`src/rtl/dac_shadow_pkg.sv`:
```
`timescale 1ns/1ps
package dac_shadow_pkg;

    typedef struct packed {
        logic [1:0] vref;
        logic [1:0] pd;
        logic       gain;
    } cfg_t;

    typedef enum logic [2:0] {
        CMD_NONE  = 3'd0,
        CMD_READ  = 3'd1,
        CMD_VOLWR = 3'd2,
        CMD_ALLWR = 3'd3,
        CMD_GCRST = 3'd4
    } cmd_e;

    localparam logic [1:0] PD_PARKED = 2'b11;

    // Configuration forced by a brown-out: output parked, all else cleared
    function automatic cfg_t parked_cfg();
        cfg_t c;
        c.vref = 2'b00;
        c.pd   = PD_PARKED;
        c.gain = 1'b0;
        return c;
    endfunction

    function automatic bit code_width_ok(int unsigned w);
        return (w == 8) || (w == 10) || (w == 12);
    endfunction

    // Serve at most one strobe; fixed priority gc > all > vol > read
    function automatic cmd_e pick_cmd(logic gc, logic all, logic vol, logic rd);
        if (gc)       return CMD_GCRST;
        else if (all) return CMD_ALLWR;
        else if (vol) return CMD_VOLWR;
        else if (rd)  return CMD_READ;
        else          return CMD_NONE;
    endfunction

endpackage

```
`src/rtl/dac_cmd_arbiter.sv`:
```
`timescale 1ns/1ps
module dac_cmd_arbiter
    import dac_shadow_pkg::*;
(
    input  logic gc_i,
    input  logic all_i,
    input  logic vol_i,
    input  logic rd_i,
    input  logic hold_i,
    input  logic ready_i,
    output cmd_e sel_o,
    output logic accept_o
);

    cmd_e sel;

    always_comb begin
        sel      = pick_cmd(gc_i, all_i, vol_i, rd_i);
        accept_o = 1'b0;
        if (!hold_i) begin
            unique case (sel)
                CMD_READ:                         accept_o = 1'b1;
                CMD_VOLWR, CMD_ALLWR, CMD_GCRST:  accept_o = ready_i;
                default:                          accept_o = 1'b0;
            endcase
        end
    end

    assign sel_o = sel;

endmodule

```
`src/rtl/dac_por_timer.sv`:
```
`timescale 1ns/1ps
module dac_por_timer #(
    parameter int unsigned POR_DELAY = 16
) (
    input  logic clk,
    input  logic rst,
    input  logic por_i,
    input  logic bor_i,
    output logic hold_o,
    output logic supply_ok_o
);

    localparam int unsigned TW = $clog2(POR_DELAY + 1);

    logic [TW-1:0] remain;
    logic          ok_q;

    always_ff @(posedge clk) begin
        if (rst) begin
            remain <= TW'(POR_DELAY);
            ok_q   <= 1'b0;
        end else begin
            if (por_i)
                remain <= TW'(POR_DELAY);
            else if (remain != '0)
                remain <= remain - 1'b1;
            ok_q <= !(por_i || bor_i);
        end
    end

    assign hold_o      = (remain != '0);
    assign supply_ok_o = ok_q;

endmodule

```
`src/rtl/dac_nv_store.sv`:
```
`timescale 1ns/1ps
module dac_nv_store
    import dac_shadow_pkg::*;
#(
    parameter int unsigned CODE_W       = 8,
    parameter int unsigned NV_WR_CYCLES = 24,
    parameter int unsigned FACT_CODE    = 128,
    parameter logic [4:0]  FACT_CFG     = 5'b00000
) (
    input  logic              clk,
    input  logic              rst,
    input  logic              abort_i,
    input  logic              load_i,
    input  logic [CODE_W-1:0] load_code_i,
    input  cfg_t              load_cfg_i,
    input  logic              ack_i,
    output logic [CODE_W-1:0] nv_code_o,
    output cfg_t              nv_cfg_o,
    output logic              ready_o
);

    localparam int unsigned CW = $clog2(NV_WR_CYCLES + 1);

    typedef struct packed {
        logic [CODE_W-1:0] code;
        cfg_t              cfg;
    } word_t;

    word_t          cells;
    word_t          staged;
    logic           pending;
    logic           ready;
    logic [CW-1:0]  left;
    logic           start;

    assign start = ready && ack_i && (pending || load_i);

    always_ff @(posedge clk) begin
        if (rst) begin
            cells.code <= CODE_W'(FACT_CODE);
            cells.cfg  <= cfg_t'(FACT_CFG);
            staged     <= '0;
            pending    <= 1'b0;
            ready      <= 1'b1;
            left       <= '0;
        end else if (abort_i) begin
            pending <= 1'b0;
            ready   <= 1'b1;
            left    <= '0;
        end else if (!ready) begin
            if (left != '0) begin
                left <= left - 1'b1;
            end else begin
                cells <= staged;
                ready <= 1'b1;
            end
        end else begin
            if (load_i) begin
                staged.code <= load_code_i;
                staged.cfg  <= load_cfg_i;
                pending     <= 1'b1;
            end
            if (start) begin
                ready   <= 1'b0;
                left    <= CW'(NV_WR_CYCLES - 1);
                pending <= 1'b0;
            end
        end
    end

    assign nv_code_o = cells.code;
    assign nv_cfg_o  = cells.cfg;
    assign ready_o   = ready;

endmodule

```
`src/rtl/dac_vol_regs.sv`:
```
`timescale 1ns/1ps
module dac_vol_regs
    import dac_shadow_pkg::*;
#(
    parameter int unsigned CODE_W = 8
) (
    input  logic              clk,
    input  logic              rst,
    input  logic              bor_i,
    input  logic              por_i,
    input  logic              reload_i,
    input  logic              write_i,
    input  logic [CODE_W-1:0] wr_code_i,
    input  cfg_t              wr_cfg_i,
    input  logic [CODE_W-1:0] nv_code_i,
    input  cfg_t              nv_cfg_i,
    output logic [CODE_W-1:0] code_o,
    output cfg_t              cfg_o
);

    logic [CODE_W-1:0] code_q;
    cfg_t              cfg_q;

    always_ff @(posedge clk) begin
        if (rst || bor_i) begin
            code_q <= '0;
            cfg_q  <= parked_cfg();
        end else if (por_i || reload_i) begin
            code_q <= nv_code_i;
            cfg_q  <= nv_cfg_i;
        end else if (write_i) begin
            code_q <= wr_code_i;
            cfg_q  <= wr_cfg_i;
        end
    end

    assign code_o = code_q;
    assign cfg_o  = cfg_q;

endmodule

```
`src/rtl/dac_shadow_ctrl.sv`:
```
`timescale 1ns/1ps
module dac_shadow_ctrl
    import dac_shadow_pkg::*;
#(
    parameter int unsigned CODE_W       = 8,
    parameter int unsigned POR_DELAY    = 16,
    parameter int unsigned NV_WR_CYCLES = 24,
    parameter int unsigned FACT_CODE    = 128,
    parameter logic [4:0]  FACT_CFG     = 5'b00000
) (
    input  logic              clk,
    input  logic              rst,
    input  logic              por_i,
    input  logic              bor_i,
    input  logic              cmd_vol_wr_i,
    input  logic              cmd_all_wr_i,
    input  logic              cmd_rd_i,
    input  logic              cmd_gc_rst_i,
    input  logic [CODE_W-1:0] wr_code_i,
    input  logic [1:0]        wr_vref_i,
    input  logic [1:0]        wr_pd_i,
    input  logic              wr_gain_i,
    input  logic              ack_i,
    output logic [CODE_W-1:0] vol_code_o,
    output logic [1:0]        vol_vref_o,
    output logic [1:0]        vol_pd_o,
    output logic              vol_gain_o,
    output logic              stat_rdy_o,
    output logic              stat_por_o,
    output logic              cmd_accept_o
);

    if (!code_width_ok(CODE_W)) begin : g_bad_width
        $error("dac_shadow_ctrl: CODE_W must be 8, 10 or 12");
    end

    cfg_t              wr_cfg;
    cfg_t              nv_cfg;
    cfg_t              vol_cfg;
    logic [CODE_W-1:0] nv_code;
    logic              nv_ready;
    logic              timer_hold;
    logic              supply_ok;
    logic              hold;
    cmd_e              sel;
    logic              accept;
    logic              do_reload;
    logic              do_write;
    logic              do_all;

    assign wr_cfg.vref = wr_vref_i;
    assign wr_cfg.pd   = wr_pd_i;
    assign wr_cfg.gain = wr_gain_i;

    assign hold      = por_i || bor_i || timer_hold;
    assign do_reload = accept && (sel == CMD_GCRST);
    assign do_all    = accept && (sel == CMD_ALLWR);
    assign do_write  = accept && ((sel == CMD_ALLWR) || (sel == CMD_VOLWR));

    dac_por_timer #(
        .POR_DELAY   (POR_DELAY)
    ) timer_i (
        .clk         (clk),
        .rst         (rst),
        .por_i       (por_i),
        .bor_i       (bor_i),
        .hold_o      (timer_hold),
        .supply_ok_o (supply_ok)
    );

    dac_cmd_arbiter arb_i (
        .gc_i     (cmd_gc_rst_i),
        .all_i    (cmd_all_wr_i),
        .vol_i    (cmd_vol_wr_i),
        .rd_i     (cmd_rd_i),
        .hold_i   (hold),
        .ready_i  (nv_ready),
        .sel_o    (sel),
        .accept_o (accept)
    );

    dac_nv_store #(
        .CODE_W       (CODE_W),
        .NV_WR_CYCLES (NV_WR_CYCLES),
        .FACT_CODE    (FACT_CODE),
        .FACT_CFG     (FACT_CFG)
    ) nv_i (
        .clk         (clk),
        .rst         (rst),
        .abort_i     (por_i || bor_i),
        .load_i      (do_all),
        .load_code_i (wr_code_i),
        .load_cfg_i  (wr_cfg),
        .ack_i       (ack_i),
        .nv_code_o   (nv_code),
        .nv_cfg_o    (nv_cfg),
        .ready_o     (nv_ready)
    );

    dac_vol_regs #(
        .CODE_W    (CODE_W)
    ) vol_i (
        .clk       (clk),
        .rst       (rst),
        .bor_i     (bor_i),
        .por_i     (por_i),
        .reload_i  (do_reload),
        .write_i   (do_write),
        .wr_code_i (wr_code_i),
        .wr_cfg_i  (wr_cfg),
        .nv_code_i (nv_code),
        .nv_cfg_i  (nv_cfg),
        .code_o    (vol_code_o),
        .cfg_o     (vol_cfg)
    );

    assign vol_vref_o   = vol_cfg.vref;
    assign vol_pd_o     = vol_cfg.pd;
    assign vol_gain_o   = vol_cfg.gain;
    assign stat_rdy_o   = nv_ready && !bor_i;
    assign stat_por_o   = supply_ok;
    assign cmd_accept_o = accept;

endmodule

```
`config.mk`:
```
export PLATFORM = sky130hd
export DESIGN_NAME = dac_shadow_ctrl
export DESIGN_NICKNAME = d
export VERILOG_FILES = /design/src/rtl/dac_shadow_pkg.sv /design/src/rtl/dac_cmd_arbiter.sv /design/src/rtl/dac_por_timer.sv /design/src/rtl/dac_nv_store.sv /design/src/rtl/dac_vol_regs.sv /design/src/rtl/dac_shadow_ctrl.sv
export SDC_FILE = /design/constraint.sdc
export NUM_CORES = 1
export LEC_CHECK = 0
export CORE_ASPECT_RATIO = 0.9
export CORE_MARGIN = 1.5
export CORE_UTILIZATION = 47
export CTS_CLUSTER_DIAMETER = 60
export CTS_CLUSTER_SIZE = 40
export DETAILED_ROUTE_END_ITERATION = 10
export PLACE_DENSITY = 0.83
export SLEW_MARGIN = 20
export SYNTH_ARGS = -nofsm -noshare
export SYNTH_HDL_FRONTEND = slang
export SYNTH_SLANG_ARGS = --single-unit
```
`constraint.sdc`:
```
create_clock -name clk -period 1.7 [get_ports clk]
set_clock_uncertainty 0.1 [all_clocks]
set_input_delay 0.255 -clock clk [delete_from_list [all_inputs] [get_ports clk]]
set_output_delay 0.255 -clock clk [all_outputs]
set_load 0.1 [all_outputs]
```
Yosys cells after proc, flatten, opt, wreduce, memory -nomap -nowiden
Cells that the tools add are included.
- bits in registers: 52
- latch bits: 0
- RAM bits: 0
- memory bits (read-only): 0
- input bits: 22
- output and inout bits: 16
- word-level logic and storage cells: 71
- memories: 0
- add/sub/neg operators: 2
- multipliers: 0
- divide/modulo/power cells: 0
- order comparisons: 0
- eq/ne operators: 5
- shifts and indexed selects: 0
- mux-type cells: 18
- bitwise logic cells: 3
- reduce and logical (&&, ||, !) cells: 26
- operator list (cell ; count):
    5-bit two-way mux ; 5
    8-bit two-way mux ; 2
    5-bit nonzero test ; 2
    5-bit by 1-bit subtractor with 5-bit output, second input constant ; 2
    3-bit two-way mux ; 3
    1-bit two-way mux ; 7
    3-bit by 2-bit == test with 1-bit output, second input constant ; 2
    1-bit logical AND ; 6
    1-bit logical OR ; 6
    3-bit AND reduction ; 2
    2-bit nonzero test ; 3
    2-bit AND reduction ; 2
    2-bit OR reduction ; 2
    3-bit by 1-bit == test with 1-bit output, second input constant ; 1
    3-bit == test, second input constant ; 1
    1-bit inverter ; 3
    3-bit OR reduction ; 1
    1-bit zero test ; 2
    2-bit inequality test, second input constant ; 1
    1-bit one-hot mux with 2 select lines ; 1

Logic depth before layout (Yosys ltp)
Gate-level depths: netlist of the first run.
- depth in word-level cells: 13
- mapped depth: 7
- gate-level depth less buffers: 6

By module
Synthesis of the first run repeated with hierarchy kept, for this count alone.
- cells, all modules: 253
- area, all modules: 2366.0 um2
- by module, submodules not included (module ; instances ; cells an instance ; area an instance (um2) ; seq. area each (um2)):
    dac_nv_store ; 1 ; 151 ; 1395.1 ; 660.6
    dac_vol_regs ; 1 ; 59 ; 598.1 ; 260.2
    dac_por_timer ; 1 ; 28 ; 267.8 ; 120.1
    dac_cmd_arbiter ; 1 ; 9 ; 52.6 ; 0.0
    dac_shadow_ctrl ; 1 ; 6 ; 52.6 ; 0.0

Worst setup path before layout of the first run
No wires, ideal clock.
- path kind: flip-flop to output port
- start point: register timer_i.remain[0]
- end point: output cmd_accept_o
- arrival time: 3573 ps
- data required time: 1345 ps
- slack: -2228 ps
- cell stages (with the launch flop): 5
- path buffers: 0
- path through: dfxtp_1 -> inv_1 -> ha_1 -> nand3b_1 -> nor4_1
- longest elaborated chain between the ends: 3
- RTL lines (what ; RTL line ; RTL):
    start, declared ; dac_por_timer.sv:15 ; logic [TW-1:0] remain;
    start signal, assigned ; dac_por_timer.sv:20 ; remain <= TW'(POR_DELAY);
    start signal, assigned ; dac_por_timer.sv:24 ; remain <= TW'(POR_DELAY);
    start signal, assigned ; dac_por_timer.sv:26 ; remain <= remain - 1'b1;
    5-bit nonzero test ; dac_por_timer.sv:31 ; assign hold_o = (remain != '0);
    1-bit logical OR ; dac_shadow_ctrl.sv:55 ; assign hold = por_i || bor_i || timer_hold;
    1-bit two-way mux ; dac_cmd_arbiter.sv:20 ; if (!hold_i) begin
    end, declared ; dac_shadow_ctrl.sv:30 ; output logic cmd_accept_o
No other way between the ends.

Final worst setup path of the first run
Same ends and word-level chain as after synthesis.

==> impl_results.md, run 1 <==
- Placed cells: 331
- Max rail drop VDD: 0.000526 V
- Post-synth top area share: between 40% and 50%
- Antenna violations before repair: 0
- Area contributors post-synth: dfxtp_1 (48%), mux2i_1 (17%), nor2_1 (5.9%)
- Fin cells: roughly 350
- HP Class: reg2reg
- Number of global-route vias before repair: around 1900
- Placed cell area: a little over 3000 µm²
- Clock buffer depth: 2
- First-pass GRT wire length: about 8700 µm
- DR pass1 iterations: 4
- Worst EP required: 1.34 ns
- Post-Syn Area: 2150 µm²
- WL/cell: approximately 16 µm
- Nets: approximately 310
- Grt total ovfl: 0
- Overall Global Routing Usage: a little under a quarter
- PD cells: approximately 800 nW/µm²
- Clk Latency, worst-skew pair: between 0.3 and 0.4 ns
- Diode count: 0
- Area grow syn2layout: 59.1%
- H-tree depth: 2
- Routed WL: ~5600 µm
- Total power draw: about 0.0027 W
- Yosys reg bits: 52
- Max stage delay on crit path: 0.34 ns
- Most common cell after layout, fill and taps aside: dfxtp_1
- Hold buffers post-CTS: 0
- Status: finished, violations left
- Port-buffer cells: 37
- WS Path Type: reg2out
- Die ar.: 5000 µm²
- Placement row count: 23
- Clock slew at reported path FFs: 0.09 ns
- Critical path endpoint category: output pin
- Flop-to-flop setup slack: -0.15 ns
- CP Data Arrival Time: 1.58 ns
- Die Height: a little under 70 µm
- Slew Limit Fails: 0
- PnR worst setup slack: -0.239 ns
- Starting Density: between 40 and 50%
- Clk sinks: 52
- Fmax: 516 MHz
- Count of different cell masters after synthesis: 34
- Leakage power: around 1.5 nW
- Number of enable flip-flop cells after synthesis: 0
- Vias: ~1800
- Most frequent cells in the layout: dfxtp_1 (47), nor2_1 (34), mux2i_1 (34)
- Max-cap violations: 0
- Final ANT Viol Nets: 0
- Yosys top cell by area: dfxtp_1
- HPWL after DPL: ~3400 µm
- Failing checks: setup timing
- Slew HR: between 70% and 80%
- CORE AREA: 4430 µm²
- DRC Markers: 0
- CP Max Fanout: 2
- RePlAce Congestion: around 0.78
- Syn_nets: ~240
- Starting DRT DRC Count: 72
- Via-per-instance ratio: 5.22
- Layout cells sized above 1: about 36%
- Mapped Cells: 210
- Crit share post-route: 114%
- CP max stage cell: dfxtp_2
- Post-synth top flop: dfxtp_1
- CTS tree: yes
- Root Driver: clkbuf_8
- DIE WIDTH: roughly 74 µm
- Final Hold Slack: 0.395 ns
- Syn. warnings: 0
- CTS Buf Count: 5
- Final design area excluding fillers: roughly 3400 µm²
- Async SR Flop Fraction: 0%
- Tightest Pin Transition: around 0.34 ns
- Post-synthesis sequential area ratio: approximately half
- RSZ-0062 raised after global routing: true
- Final Hold Fails: 0
- Startpoint Class: register
- Tmin final: just under 2 ns
- Setup Viol. Count Final: 38
- Pin count of the biggest net entering global routing: 32
- Syn avg cell area: roughly 10 µm²
- CP Cell Sequence: inv_2, ha_4, buf_6, nand3b_1, nor4_4, buf_12
- Number of I/O pins: 38
==> critical path: cells and delay by family, from the launching register on <==
family | cells | cell delay, ns
and+or+nand+nor | 2 | 0.42
buffers and inverters | 3 | 0.37
DFF | 1 | 0.34
adders and majority gates | 1 | 0.14
==> synth_stat cells, types with 2 or more instances <==
cell type  instances
nor4_1             2
mux2i_1           37
clkbuf_1           4
nor2b_1            2
a21oi_1            5
mux2_2             2
xnor2_1            5
o21ai_0            4
nand2_1            4
nand3b_1           3
inv_1              7
nor2_1            34
nor3_1             7
o32a_1             2
dfxtp_1           52
or3_1              3
a31oi_1            2
buf_2              6
o2bb2ai_1         11
ha_1               4
==> timing repair <==
item / in CTS / in global routing
gates cloned: 1 / 0
setup buffers: 10 / 2
endpoints found under the setup margin: 35 / 50
resized for setup: 23 / 23
pin swaps: 7 / 15
==> per-layer routing <==
metal  global-route usage, %  part of all wire (%)  vias to the layer above
met5                       0                     0                        -
met3                    5.22                   2.5                        8
li1                        -                     -                      891
met2                    40.6                    53                       36
met4                    11.4                   1.9                        0
met1                    27.2                    43                      888
==> metrics by stage <==
stage               TNS (ns)  setup WS, ns  utilization [%]
floorplan              -2.15        -0.446                -
global placement       -4.16        -0.198             68.6
detailed placement     -5.75        -0.246             68.6
CTS                    -2.04        -0.246             75.4
global route           -7.91        -0.337             77.3
finish                 -3.57        -0.239             77.3
==> flip-flops by register name (all words and copies together) (netlist names) <==
register and count:
nv_i.ready_o 1, timer_i.supply_ok_o 1, nv_i.staged 13, nv_i.nv_cfg_o 5
vol_i.cfg_o 5, nv_i.pending 1, timer_i.remain 5, nv_i.left 5
vol_i.code_o 8, nv_i.nv_code_o 8
==> where the power goes <==
part	total (W)	internal, W	switching, W	leakage [nW]
clock network	0.000921	0.000520	0.000401	0.0645
registers	0.00127	0.00124	0.0000258	0.422
logic	0.000484	0.000238	0.000246	1.06
==> worst paths after layout <==
path / cells past startpoint / endpoint / from
setup reg to reg: 8 / vol_i.code_o[2]$_SDFFE_PP0P_ / timer_i.remain[0]$_SDFFE_PP0P_
hold / removal: 1 / nv_i.nv_code_o[7]$_SDFFE_PP1P_ / nv_i.nv_code_o[7]$_SDFFE_PP1P_
hold reg to reg: 1 / nv_i.nv_code_o[7]$_SDFFE_PP1P_ / nv_i.nv_code_o[7]$_SDFFE_PP1P_
setup / recovery: 6 / cmd_accept_o / timer_i.remain[0]$_SDFFE_PP0P_
==> cell type report <==
| cell class | count | area (µm²) |
|---|---|---|
| Clock buffer | 7 | 96.3 |
| Clock inverter | 1 | 30.0 |
| Fill cell | 269 | 1000 |
| Inverter | 7 | 26.3 |
| Multi-Input combinational cell | 140 | 1230 |
| Sequential cell | 52 | 1050 |
| Tap cell | 62 | 77.6 |
| Timing Repair Buffer | 80 | 920 |
==> kinds of logic after synthesis <==
kind of cell,after synthesis,synth area share (%)
adder cells (fa/ha/maj),4,2.32
AND/OR/NAND/NOR,62,15.0
buffers and inverters,18,3.66
flip-flops,52,48.3
multiplexers,39,18.2
XOR/XNOR,6,2.44
AO/OA/AOI/OAI,29,9.99
No activity file was read; power rests on OpenSTA's default activity.
==> inputs of run 2 (changes only) <==
--- a/config.mk
+++ b/config.mk
@@ -5,7 +5,7 @@
 export SDC_FILE = /design/constraint.sdc
 export NUM_CORES = 1
 export LEC_CHECK = 0
-export CORE_ASPECT_RATIO = 0.9
+export CORE_ASPECT_RATIO = 0.75
 export CORE_MARGIN = 1.5
 export CORE_UTILIZATION = 47
 export CTS_CLUSTER_DIAMETER = 60
==> run 2 against run 1 <==
  * The run still ends with setup timing left
  * Critical path depth up 3
  * Sequential share of layout area fell by 0.55 points
  * Clock-buffer cell count decreased by 1
  * Sequential cell count did not move
  * Total power fell by 5.7%
  * First-iteration DRC count is 28% higher
  * Register-to-register slack lost 0.18 ns
  * Routed wire length grew 20%
  * Critical path type is now reg2reg
  * Via count is 6.0% higher
  * Largest cell class unchanged
  * Cell area is 1.7% higher
==> impl_results.md, run 2 (synthesis results as in run 1) <==
- Status: finished, violations left
- Failing checks: setup timing
- Hold Path Stages: 1
- Setup TNS: -6.01 ns
- Most Crowded Layer GR: met2
- Startpoint Class: register
- PnR worst setup slack: -0.328 ns
- Grt total ovfl: 0
- WL/cell: a little under 20 µm
- Most common cell after layout, fill and taps aside: dfxtp_1
- Clk sinks: 52
- Worst R2R Start: timer_i.remain[0]$_SDFFE_PP0P_
- Final ANT Viol Nets: 0
- Max stage delay on crit path: 0.36 ns
- Largest Register: nv_i.staged
- Port-buffer cells: 37
- H-tree depth: 2
- Max-cap violations: 0
- DRC Markers: 0
- Leakage power: 1.51 nW
- Worst EP required: about 1.8 ns
- Layout Utilization: between 70% and 80%
- Clock slew at reported path FFs: about 0.11 ns
- Placement row count: 21
- M2 GR Usage: 43.9%
- Via-per-instance ratio: 5.60
- Hold Startpoint: nv_i.nv_code_o[7]$_SDFFE_PP1P_
- Final Hold Fails: 0
- Worst reg-to-reg path cell count: 9
- Vias: approximately 1900
- CP Cell Sequence: inv_2, ha_4, nor4b_4, buf_4, buf_6, a31oi_4, buf_6, mux2i_2, o2bb2ai_1
- HP Class: reg2reg
- GR Util met1: between 30% and 40%
- Overall Global Routing Usage: approximately a quarter
- Number of global-route vias before repair: a little under 2000
- Die Height: 61.6 µm
- CP Data Arrival Time: roughly 2.1 ns
- Met3 Track Usage GR: about 5.6%
- Place WS: -0.253 ns
- HPWL after DPL: roughly 3500 µm
- Starting DRT DRC Count: 92
- Flop-to-flop setup slack: -0.33 ns
- Most common cell on crit path: buf_6
- Multi-input gate area: 1290 µm²
- Max reg flops: 13
- Fmax: 493 MHz
- Crit share post-route: 119%
- Setup Viol. Count Final: between 40 and 50
- Clk Latency, worst-skew pair: approximately 0.32 ns
- Most frequent cells in the layout: dfxtp_1 (48), nor2_1 (32), buf_4 (32)
- Starting Density: around 49%
- Tightest Pin Transition: 0.357 ns
- Hold buffers post-CTS: 0
- RePlAce Congestion: between 0.8 and 0.9
- Layout cells sized above 1: between 30% and 40%
- Pin count of the biggest net entering global routing: 32
- Slew HR: about 76%
- RSZ-0062 raised after global routing: true
- Max rail drop VDD: between 0.0006 and 0.0007 V
- Root Driver: clkbuf_8
- Clock buffer depth: 2
- CORE AREA: ~4400 µm²
- Diode count: 0
- CTS Buf Count: 5
- CTS tree: yes
- CP Max Fanout: 7
- Number of I/O pins: 38
- DR pass1 iterations: 4
- First-pass GRT wire length: 9280 µm
- Area grow syn2layout: 61.8%
- Register area: about 1000 µm²
- WS Path Type: reg2reg
- CP max stage cell: dfxtp_2
- Routed WL: about 6700 µm
- Slew Limit Fails: 0
- Tmin final: just over 2 ns
- Die ar.: roughly 5000 µm²
- Antenna violations before repair: 0
- Worst hold path endpoint: nv_i.nv_code_o[7]$_SDFFE_PP1P_
- Critical path endpoint category: register
- Fill count: 238
- Nets: around 310
- DIE WIDTH: 81.2 µm
- Reg2reg end: vol_i.code_o[3]$_SDFFE_PP0P_
- PD cells: just over 700 nW/µm²
[run 2: what timing repair did]
action                     4_1_cts  5_1_grt
resized for setup               15       42
setup endpoints to repair       32       43
setup buffers                   10        3
pin swaps                        4       14
cloned                           1        1
[run 2: stage by stage]
step                hold slack [ns]  area [µm²]  total power, W  cells
finish                        0.392        3490         0.00252    345
global route                  0.410        3490         0.00259    345
CTS                           0.387        3290         0.00245    343
detailed placement            0.361        3030         0.00171    324
global placement              0.336        3030         0.00170    324
floorplan                     0.237        2240         0.00151    210
[run 2: report_power, final]
part	internal [W]	switching, W	total (W)
registers	0.00124	0.0000261	0.00127
clock network	0.000294	0.000452	0.000746
logic	0.000247	0.000259	0.000506
[run 2: worst max-delay path: cells and delay by family, from the launching register on]
kind                     cells  cell delay [ns]
buffers and inverters        4             0.53
multiplexers                 1             0.25
adder cells (fa/ha/maj)      1             0.16
flip-flops                   1             0.36
AO/OA/AOI/OAI                2             0.37
AND/OR/NAND/NOR              1             0.13
[run 2: cell type report]
class                           instances  area share, %
Clock inverter                          2          0.467
Inverter                                7          0.826
Sequential cell                        52           30.0
Multi-Input combinational cell        140           37.0
Tap cell                               57           2.05
Clock buffer                            6           2.08
Timing Repair Buffer                   81           27.6
[run 2: layer usage]
metal / wire [µm] / part of all wire [%]
met1: 2810 / 42
met2: 3380 / 50
met3: 267 / 4.0
met4: 244 / 3.6
met5: 0 / 0
[run 2: how the worst max path moves through the flow]
stage,from,end,cells after the start
after floorplan,timer_i.remain[0]$_SDFFE_PP0P_,cmd_accept_o,4
after global routing,timer_i.remain[0]$_SDFFE_PP0P_,vol_i.code_o[3]$_SDFFE_PP0P_,9
final,timer_i.remain[0]$_SDFFE_PP0P_,vol_i.code_o[3]$_SDFFE_PP0P_,9
after global placement,bor_i,nv_i.ready_o$_SDFF_PP1_,5
after CTS,timer_i.remain[0]$_SDFFE_PP0P_,cmd_accept_o,6
after detailed placement,bor_i,nv_i.ready_o$_SDFF_PP1_,5
==> inputs of run 3 (changes only) <==
--- a/config.mk
+++ b/config.mk
@@ -5,10 +5,10 @@
 export SDC_FILE = /design/constraint.sdc
 export NUM_CORES = 1
 export LEC_CHECK = 0
+export CAP_MARGIN = 20
 export CORE_ASPECT_RATIO = 0.75
 export CORE_MARGIN = 1.5
 export CORE_UTILIZATION = 47
-export CTS_CLUSTER_DIAMETER = 60
 export CTS_CLUSTER_SIZE = 40
 export DETAILED_ROUTE_END_ITERATION = 10
 export PLACE_DENSITY = 0.83
@@ -16,3 +16,4 @@
 export SYNTH_ARGS = -nofsm -noshare
 export SYNTH_HDL_FRONTEND = slang
 export SYNTH_SLANG_ARGS = --single-unit
+export TNS_END_PERCENT = 50
==> run 3 against run 2 <==
  * Register-to-register slack gained 0.22 ns
  * Critical path depth decreased by 5
  * Core utilization decreased by 4.6 points
  * Sequential cell count is the same
  * Clock-buffer cell count down 1
  * Total power is 2.9% lower
  * Clock power fell by 2%
  * Sequential share of layout area up 1.8 points
  * First-iteration DRC count up 13%
  * Largest cell class unchanged
  * The flow still finishes with violations (setup timing)
  * Critical path type is now reg2out
==> impl_results.md, run 3 (synthesis results as in run 1) <==
- CTS tree: yes
- Slew Limit Fails: 0
- Clk Latency, worst-skew pair: slightly above 0.3 ns
- RePlAce Congestion: between 0.8 and 0.9
- Area grow syn2layout: 52.3%
- Most Crowded Layer GR: met2
- Layout cells sized above 1: 30.9%
- Layout Utilization: around three quarters
- Status: finished, violations left
- RSZ-0062 raised after global routing: true
- Place WS: -0.292 ns
- Final Hold Fails: 0
- Placement row count: 21
- Tmin final: around 1.9 ns
- Setup TNS: -1.25 ns
- Fmax: 537 MHz
- CP Data Arrival Time: 1.51 ns
- Via-per-instance ratio: between 5 and 6
- Antenna violations before repair: 0
- Setup Viol. Count Final: 31
- Die ar.: 5000 µm²
- HPWL after DPL: about 3600 µm
- Clock slew at reported path FFs: roughly 0.10 ns
- Final design area excluding fillers: around 3300 µm²
- Routed WL: around 5700 µm
- Pin count of the biggest net entering global routing: 32
- Total power draw: between 0.002 and 0.0025 W
- DIE WIDTH: slightly above 80 µm
- WL/cell: between 15 and 20 µm
- Die Height: ~60 µm
- DR pass1 iterations: 4
- Tightest Pin Transition: around 0.36 ns
- Starting DRT DRC Count: 104
- Root Driver: clkbuf_8
- H-tree depth: 2
- CP Max Fanout: 4
- DRC Markers: 0
- Hold buffers post-CTS: 0
- Critical path endpoint category: output pin
- Clock buffer depth: 2
- Final ANT Viol Nets: 0
- Port-buffer cells: 37
- Diode count: 0
- Most common cell after layout, fill and taps aside: dfxtp_1
- M2 GR Usage: between 30 and 40%
- Crit share post-route: 110%
- Overall Global Routing Usage: ~22%
- Leakage power: between 1 and 1.5 nW
- PnR worst setup slack: -0.163 ns
- Most frequent cells in the layout: dfxtp_1 (49), mux2i_1 (35), nor2_1 (34)
- HP Class: reg2reg
- Vias: 1824
- GR Util met1: a little over a quarter
- Starting Density: between 40% and 50%
- CORE AREA: about 4400 µm²
- Failing checks: setup timing
- Largest Register: nv_i.staged
- Number of global-route vias before repair: ~1600
- PD cells: between 700 and 800 nW/µm²
- Grt total ovfl: 0
- Worst EP required: 1.34 ns
- Max reg flops: 13
- Max-cap violations: 0
- Met3 Track Usage GR: 4.89%
- Max rail drop VDD: 0.000487 V
- CTS Buf Count: 5
- Placed cell area: roughly 3000 µm²
- Clk sinks: 52
- Slew HR: between 70% and 80%
- Nets: between 300 and 400
- Startpoint Class: register
- WS Path Type: reg2out
- First-pass GRT wire length: roughly 7800 µm
- Number of I/O pins: 38
run 3: worst max-delay path, cell delays in order, from the launching register on:
cell and delay (ns):
dfxtp_2 0.37, nor2_1 0.15, nand3b_1 0.16, nor4_4 0.30
buf_12 0.22
run 3: per-stage QoR:
step / instances / hold WS, ns
final: 335 / 0.401
after global routing: 335 / 0.422
after CTS: 333 / 0.358
after detailed placement: 323 / 0.346
after global placement: 323 / 0.333
after floorplan: 210 / 0.237
run 3: metal layers:
| layer | vias up | share of wire, % |
|---|---|---|
| met4 | 0 | 1.7 |
| li1 | 877 | - |
| met2 | 60 | 51 |
| met5 | - | 0 |
| met3 | 10 | 5.3 |
| met1 | 877 | 42 |
run 3: worst paths after layout:
check | from | to | slack [ns] | depth (start not counted)
hold / removal | nv_i.staged[3]$_SDFFE_PP0P_ | nv_i.nv_cfg_o[3]$_SDFFE_PP0P_ | 0.40 | 2
setup reg to reg | timer_i.remain[0]$_SDFFE_PP0P_ | vol_i.cfg_o[2]$_SDFFE_PP1P_ | -0.11 | 7
hold reg to reg | nv_i.staged[3]$_SDFFE_PP0P_ | nv_i.nv_cfg_o[3]$_SDFFE_PP0P_ | 0.40 | 2
setup / recovery | timer_i.remain[2]$_SDFFE_PP0P_ | cmd_accept_o | -0.16 | 4
run 3: where the power goes:
part / switching [W] / internal, W / total [W]
Combinational: 0.000231 / 0.000212 / 0.000443
Sequential: 0.0000267 / 0.00124 / 0.00127
Clock: 0.000433 / 0.000301 / 0.000734
run 3: final cells by class:
| type | instances | area (µm²) |
|---|---|---|
| multi-input combinational | 140 | 1190 |
| clock buffer | 5 | 68.8 |
| sequential | 52 | 1040 |
| timing repair buffer | 71 | 853 |
| tap | 57 | 71.3 |
| inverter | 7 | 26.3 |
| clock inverter | 3 | 26.3 |
| fill | 296 | 1160 |
run 3: repair_timing:
action	in CTS	in global routing
cloned	0	1
endpoints found under the setup margin	34	45
pin swaps	3	5
resized for setup	8	25
setup buffers	2	1
